[config.mk]
export PLATFORM = sky130hd
export DESIGN_NAME = pc_dec_mul
export DESIGN_NICKNAME = d
export VERILOG_FILES = /design/src/rtl/pc_dec_mul_pkg.sv /design/src/rtl/pc_dec_mul_slots.sv /design/src/rtl/pc_dec_mul_digit.sv /design/src/rtl/pc_dec_mul_seq.sv /design/src/rtl/pc_dec_mul.sv
export SDC_FILE = /design/constraint.sdc
export NUM_CORES = 1
export LEC_CHECK = 0
export BUFFER_PORTS_ARGS = -buffer_cell sky130_fd_sc_hd__buf_2
export CORE_MARGIN = 1
export CORE_UTILIZATION = 50
export DETAILED_ROUTE_END_ITERATION = 8
export PLACE_DENSITY = 0.75
export SKIP_LAST_GASP = 1
export SLEW_MARGIN = 0
export SYNTH_ARGS = -nofsm -noshare
export SYNTH_HDL_FRONTEND = slang
export SYNTH_SLANG_ARGS = --single-unit
[constraint.sdc]
create_clock -name clk -period 3.05 [get_ports clk]
set_input_delay 0.305 -clock clk [delete_from_list [all_inputs] [get_ports clk]]
set_output_delay 0.305 -clock clk [all_outputs]
set_load 0.03 [all_outputs]
[src/rtl/pc_dec_mul_pkg.sv]
package pc_dec_mul_pkg;

  typedef logic [3:0] bcd_t;

  // Clock positions of the pulse windows inside a minor cycle.
  localparam int W8_END  = 8;  // bit 3 window: clocks 0..7
  localparam int W4_END  = 4;  // bit 2 window: clocks 0..3
  localparam int W2_LO   = 4;  // bit 1 window: clocks 4..5
  localparam int W2_HI   = 5;
  localparam int W1_AT   = 8;  // bit 0 window: clock 8
  localparam int CARRY_BASE = 9; // first carry clock

  // Addition counter preset: ten minus the digit, zero for a zero digit.
  function automatic bcd_t ac_preset(input bcd_t d);
    return (d == 4'd0) ? 4'd0 : 4'(4'd10 - d);
  endfunction

endpackage

[src/rtl/pc_dec_mul_slots.sv]
module pc_dec_mul_slots
  import pc_dec_mul_pkg::*;
#(
  parameter int LAST = 11,
  parameter int SW   = 4
) (
  input  logic          clk,
  input  logic          rst,
  input  logic          run,
  output logic [SW-1:0] slot,
  output logic          slot_last,
  output logic          w8,
  output logic          w4,
  output logic          w2,
  output logic          w1
);

  always_ff @(posedge clk) begin
    if (rst || !run)      slot <= '0;
    else if (slot_last)   slot <= '0;
    else                  slot <= slot + 1'b1;
  end

  always_comb begin
    slot_last = (slot == SW'(LAST));
    w8 = (slot < SW'(W8_END));
    w4 = (slot < SW'(W4_END));
    w2 = (slot == SW'(W2_LO)) || (slot == SW'(W2_HI));
    w1 = (slot == SW'(W1_AT));
  end

endmodule

[src/rtl/pc_dec_mul_digit.sv]
module pc_dec_mul_digit (
  input  logic       clk,
  input  logic       rst,
  input  logic       clr,
  input  logic       pend_clr,
  input  logic       pulse,
  input  logic       carry_in,
  input  logic       count_dn,
  input  logic       shift_en,
  input  logic [3:0] shift_in,
  output logic [3:0] dig,
  output logic       pend
);

  logic       step;
  logic       wrap;
  logic [3:0] nxt;

  always_comb begin
    step = pulse | carry_in;
    wrap = 1'b0;
    nxt  = dig;
    if (step) begin
      if (count_dn) begin
        if (dig == 4'd0) begin
          nxt  = 4'd9;
          wrap = 1'b1;
        end else begin
          nxt = dig - 4'd1;
        end
      end else begin
        if (dig == 4'd9) begin
          nxt  = 4'd0;
          wrap = 1'b1;
        end else begin
          nxt = dig + 4'd1;
        end
      end
    end
  end

  always_ff @(posedge clk) begin
    if (rst || clr) begin
      dig  <= 4'd0;
      pend <= 1'b0;
    end else if (shift_en) begin
      dig  <= shift_in;
      pend <= 1'b0;
    end else begin
      dig  <= nxt;
      pend <= (pend & ~pend_clr) | wrap;
    end
  end

endmodule

[src/rtl/pc_dec_mul_seq.sv]
module pc_dec_mul_seq
  import pc_dec_mul_pkg::*;
#(
  parameter int NDIG = 3,
  parameter int SELW = 2
) (
  input  logic              clk,
  input  logic              rst,
  input  logic              accept,
  input  logic              hi,
  input  logic              slot_last,
  input  logic [4*NDIG-1:0] digits,
  output logic              run,
  output logic              done,
  output logic              add_cyc,
  output logic              shift_en,
  output logic [SELW-1:0]   mds,
  output logic [3:0]        ac
);

  bcd_t nxt_dig;

  always_comb begin
    nxt_dig = 4'd0;
    for (int i = 0; i < NDIG; i++) begin
      if (mds == SELW'(i)) nxt_dig = digits[4*i +: 4];
    end
    add_cyc  = run && (ac != 4'd0);
    shift_en = run && slot_last && (ac == 4'd0) && hi && (mds != '0);
  end

  always_ff @(posedge clk) begin
    if (rst) begin
      run  <= 1'b0;
      done <= 1'b1;
      ac   <= 4'd0;
      mds  <= '0;
    end else if (accept) begin
      run  <= 1'b1;
      done <= 1'b0;
      ac   <= 4'd0;
      mds  <= '0;
    end else if (run && slot_last) begin
      if (ac != 4'd0) begin
        ac <= (ac == 4'd9) ? 4'd0 : ac + 4'd1;
      end else if (mds == SELW'(NDIG)) begin
        run  <= 1'b0;
        done <= 1'b1;
      end else begin
        mds <= mds + 1'b1;
        ac  <= ac_preset(nxt_dig);
      end
    end
  end

endmodule

[src/rtl/pc_dec_mul.sv]
module pc_dec_mul
  import pc_dec_mul_pkg::*;
#(
  parameter int NDIG = 3
) (
  input  logic              clk,
  input  logic              rst,
  input  logic              start,
  input  logic              mode_hi,
  input  logic [4*NDIG-1:0] mcand,
  input  logic              mcand_neg,
  input  logic [4*NDIG-1:0] mplier,
  input  logic              mplier_neg,
  output logic [4*NDIG-1:0] prod,
  output logic              done
);

  localparam int NST   = NDIG + 1;
  localparam int OPW   = 4 * NDIG;
  localparam int ACW   = 4 * NST;
  localparam int SELW  = $clog2(NDIG + 1);
  localparam int MINOR = CARRY_BASE + NST - 1;
  localparam int SW    = $clog2(MINOR);

  logic [OPW-1:0]  mc_q;
  logic [OPW-1:0]  mp_q;
  logic            dn_q;
  logic            hi_q;
  logic            accept;
  logic            run;
  logic            add_cyc;
  logic            shift_en;
  logic [SELW-1:0] mds;
  logic [3:0]      ac;
  logic [SW-1:0]   slot;
  logic            slot_last;
  logic            w8, w4, w2, w1;
  logic [ACW-1:0]  acc;
  logic [ACW-1:0]  opnd;
  logic [NST-1:0]  pend;
  logic [SELW-1:0] sh_idx;
  logic            unused_carry;

  // Ten's complement of a BCD fraction with respect to 1.000...
  function automatic logic [OPW-1:0] tens_comp(input logic [OPW-1:0] v);
    logic [OPW-1:0] r;
    logic           seen;
    bcd_t           d;
    r    = '0;
    seen = 1'b0;
    for (int i = 0; i < NDIG; i++) begin
      d = v[4*i +: 4];
      if (!seen) begin
        if (d != 4'd0) begin
          r[4*i +: 4] = 4'(4'd10 - d);
          seen = 1'b1;
        end
      end else begin
        r[4*i +: 4] = 4'(4'd9 - d);
      end
    end
    return r;
  endfunction

  assign accept = start & done;

  always_ff @(posedge clk) begin
    if (rst) begin
      mc_q <= '0;
      mp_q <= '0;
      dn_q <= 1'b0;
      hi_q <= 1'b0;
    end else if (accept) begin
      mc_q <= (mcand_neg && !mode_hi) ? tens_comp(mcand) : mcand;
      mp_q <= mplier;
      dn_q <= mplier_neg & ~mode_hi;
      hi_q <= mode_hi;
    end
  end

  // Multiplicand placed under the accumulator: fixed in high-order mode,
  // moved one decade left per multiplier position in modulo mode.
  always_comb begin
    sh_idx = mds - 1'b1;
    if (hi_q) opnd = {4'h0, mc_q};
    else      opnd = {4'h0, mc_q} << {sh_idx, 2'b00};
  end

  pc_dec_mul_slots #(.LAST(MINOR - 1), .SW(SW)) u_slots (
    .clk       (clk),
    .rst       (rst),
    .run       (run),
    .slot      (slot),
    .slot_last (slot_last),
    .w8        (w8),
    .w4        (w4),
    .w2        (w2),
    .w1        (w1)
  );

  pc_dec_mul_seq #(.NDIG(NDIG), .SELW(SELW)) u_seq (
    .clk       (clk),
    .rst       (rst),
    .accept    (accept),
    .hi        (hi_q),
    .slot_last (slot_last),
    .digits    (mp_q),
    .run       (run),
    .done      (done),
    .add_cyc   (add_cyc),
    .shift_en  (shift_en),
    .mds       (mds),
    .ac        (ac)
  );

  for (genvar k = 0; k < NST; k++) begin : g_dig
    logic       pls;
    logic       cin;
    logic [3:0] sin;
    bcd_t       od;

    assign od  = opnd[4*k +: 4];
    assign pls = add_cyc & ((od[3] & w8) | (od[2] & w4) | (od[1] & w2) | (od[0] & w1));

    if (k == 0) begin : g_first
      assign cin = 1'b0;
    end else begin : g_chain
      assign cin = add_cyc & pend[k-1] & (slot == SW'(CARRY_BASE + k - 1));
    end

    if (k == NST - 1) begin : g_top
      assign sin = 4'd0;
    end else begin : g_mid
      assign sin = acc[4*(k+1) +: 4];
    end

    pc_dec_mul_digit u_digit (
      .clk      (clk),
      .rst      (rst),
      .clr      (accept),
      .pend_clr (slot == '0),
      .pulse    (pls),
      .carry_in (cin),
      .count_dn (dn_q),
      .shift_en (shift_en),
      .shift_in (sin),
      .dig      (acc[4*k +: 4]),
      .pend     (pend[k])
    );
  end

  assign unused_carry = pend[NST-1];
  assign prod = acc[OPW-1:0];

endmodule

==> metrics.yaml <==
avgRoutedWirePerCell_um: 14.3
layout-drive-gt1-share_pct: 15.5
p_leak_nw: 1.53
grt_use_total_pct: 23.3
clkLatencyLatePin_ns: 0.34
peakVddDrop_v: 0.000215
nets: 560
dp_slack_ns: 0.700
clock_skew_ns: 0.00922
rsz0062_at_grt: "false"
fin_crit_sh_pct: 78.2
synth-main-ff-cell: "dfxtp_1"
firstDrtPassIters: 5
routed_wl_um: 8900
path_common_cell: "nor2_2"
numPortBuffers: 42
antenna_cells: 0
syn_avg_cell_area_um2: 7.73
r2r-start: "u_slots.slot[3]"
post-cts-setup-buffers: 0
dpl_cell_area_um2: 4040
finalSetupViolCount: 0
grt_pass1_wl_um: 14400
hp-start: "mplier[0]"
drt_iter0_drc: 214
overflow: 0
final_core_util_pct: 57.9
clockBufferDepth: 2
status: "complete, no violations"
slew_violations: 0
finalWorstPathRequiredPeriod_ns: 2.38
syn_inst: 497
crit_required_ns: 3.28
r2r-end: "g_dig[1].u_digit.dig[2]"
ff_latch_area_um2: 1140
crit_slowest_cell: "dfxtp_1"
multiInputGateArea_um2: 2480
htreeDepth: 3
start_util_pct: 52.4
io_pins: 43
crit_chain: "nor2b_4, and3_1, nand2_2, nor2_2, nor2_2, a21oi_1, o21ai_1"
ys_seq_area_share_pct: 29.7
yosysWarnings: 0
fp.dieW_um: 89.6
start_kind: "flop"
grt_pass1_vias: 3124
coreArea_um2: 7330
crit_path_max_fanout: 15
dieArea_um2: 8030
cts.sinks: 57
synth-seq-cells: 57
cts_tree: "yes"
final.setup.tns_ns: 0
fp.dieH_um: 89.6
synth_nets: 539
critical_path_buf_inv_count: 0
grt_max_degree: 35
maxCapViolations: 0
whs_endpoint: "mp_q[0]"
async_flop_share_pct: 0
hold_path.class: "in -> reg"
hold_viol_final: 0
ctsHoldBuffers: 0
whs_ns: 0.172
place_congestion: 0.856
reg2reg_slack_ns: 0.67
area_growth_pct: 10.5
cp_top_family: "simple AND/OR/NAND/NOR gates"
syn-cell-area_um2: 3840
num-fill-cells: 668
cts_buffers: 9
clk_pin_slew_ns: 0.06
synth_cell_type_count: 66
worstMarginPinSlew_ns: 0.609
synth_top_area_share_pct: 29.7
cts_resized: 0
max_stage_delay_ns: 0.63
holdPathStages: 2
route.detailed.drc: 0
synth_edf_count: 0
timing.setup.critical_path_class: "reg -> reg"
arrival_ns: 2.61
synth_area_leader_cell: "dfxtp_1"
fin_ws_ns: 0.666
max_freq_mhz: 419
viasPerCell: 5.80
critPathCaptureType: "flop"
cts-root-buf: "clkbuf_8"
antenna_found_initial: 0
p_per_area_nw_per_um2: 409
stdcell_area_um2: 4240
r2r_cells: 7
synth_area_leaders: "dfxtp_1 (30%), nand2_1 (5.8%), o21ai_0 (5.6%)"
antenna_left: 0
row_count: 31
hpwl_um: 6430
num_vias: 3608
slew-limit-headroom_pct: 59.4
## worst max-delay path by stage
| stage | from | to | slack [ns] | cells after the start |
|---|---|---|---|---|
| 2_1_floorplan | u_seq.mds[0] | g_dig[2].u_digit.dig[3] | 0.87 | 9 |
| 5_1_grt | u_slots.slot[3] | g_dig[1].u_digit.dig[2] | 0.44 | 7 |
| 6_report | u_slots.slot[3] | g_dig[1].u_digit.dig[2] | 0.67 | 7 |
| 3_3_place_gp | u_slots.slot[0] | g_dig[3].u_digit.dig[2] | 0.76 | 9 |
| 3_5_place_dp | u_slots.slot[0] | g_dig[3].u_digit.dig[0] | 0.70 | 9 |
| 4_1_cts | u_slots.slot[0] | g_dig[3].u_digit.dig[0] | 0.69 | 9 |
## synthesized netlist by cell type, types with 7 or more instances
cell type / count
nor2b_1: 7
nor2_1: 44
mux2i_1: 9
nand3_1: 13
nand2b_1: 10
a21oi_1: 38
o21ai_0: 43
xnor2_1: 8
ha_1: 12
inv_1: 14
xor2_1: 8
dfxtp_1: 57
nand2_1: 59
nor3_1: 11
a22o_1: 17
clkbuf_1: 22
a22oi_1: 9
nand3b_1: 9
o22ai_1: 7
## per-stage QoR
stage	cells	total power, mW
2_1_floorplan	497	0.942
3_3_place_gp	606	1.00
3_5_place_dp	606	1.01
4_1_cts	622	1.75
5_1_grt	622	1.81
6_report	622	1.73
## power breakdown
| part | internal (mW) | total (mW) | switching [mW] |
|---|---|---|---|
| Clock | 0.444 | 0.741 | 0.298 |
| Sequential | 0.774 | 0.802 | 0.0277 |
| Combinational | 0.0760 | 0.190 | 0.114 |
| Total | 1.29 | 1.73 | 0.439 |
## cell type report
type	count	share of cell area [%]
repair buffers	46	5.66
multi-input cells	390	58.4
flip-flops and latches	57	26.9
inverters	14	1.24
clock buffers	14	4.07
well taps	99	2.92
clock inverters	2	0.826
## registers in the layout, indices dropped and copies added, names as in the netlist
name / cells
g_dig.u_digit.dig: 16
mc_q: 12
mp_q: 12
u_seq.ac: 4
u_slots.slot: 4
g_dig.u_digit.pend: 3
u_seq.mds: 2
dn_q: 1
hi_q: 1
u_seq.done: 1
u_seq.run: 1
## cell families after synthesis
logic type                 Yosys count  synth area share (%)
buffers and inverters               50                  5.86
xor gates and xnor gates            16                  3.65
DFF                                 57                  29.7
muxes                                9                  2.35
AOI/OAI and AO/OA                  165                  29.7
adders and majority gates           12                  3.91
and+or+nand+nor                    188                  24.8
## cell usage in the layout, fill, tap and decap left out, types with 10 or more instances in the layout
cell      instances
a21oi_1          37
a22o_1           17
buf_2            42
clkbuf_8         12
dfxtp_1          57
ha_1             12
inv_1            14
nand2_1          59
nand2b_1         10
nand3_1          13
nor2_1           44
nor3_1           11
o21ai_0          43
## metal layers
metal / wire length, um / track usage, %
met1: 4200 / 29.4
met2: 4230 / 38.8
met3: 355 / 5.03
met4: 105 / 9.24
met5: 0 / 0
No activity file was read; power rests on OpenSTA's default activity.
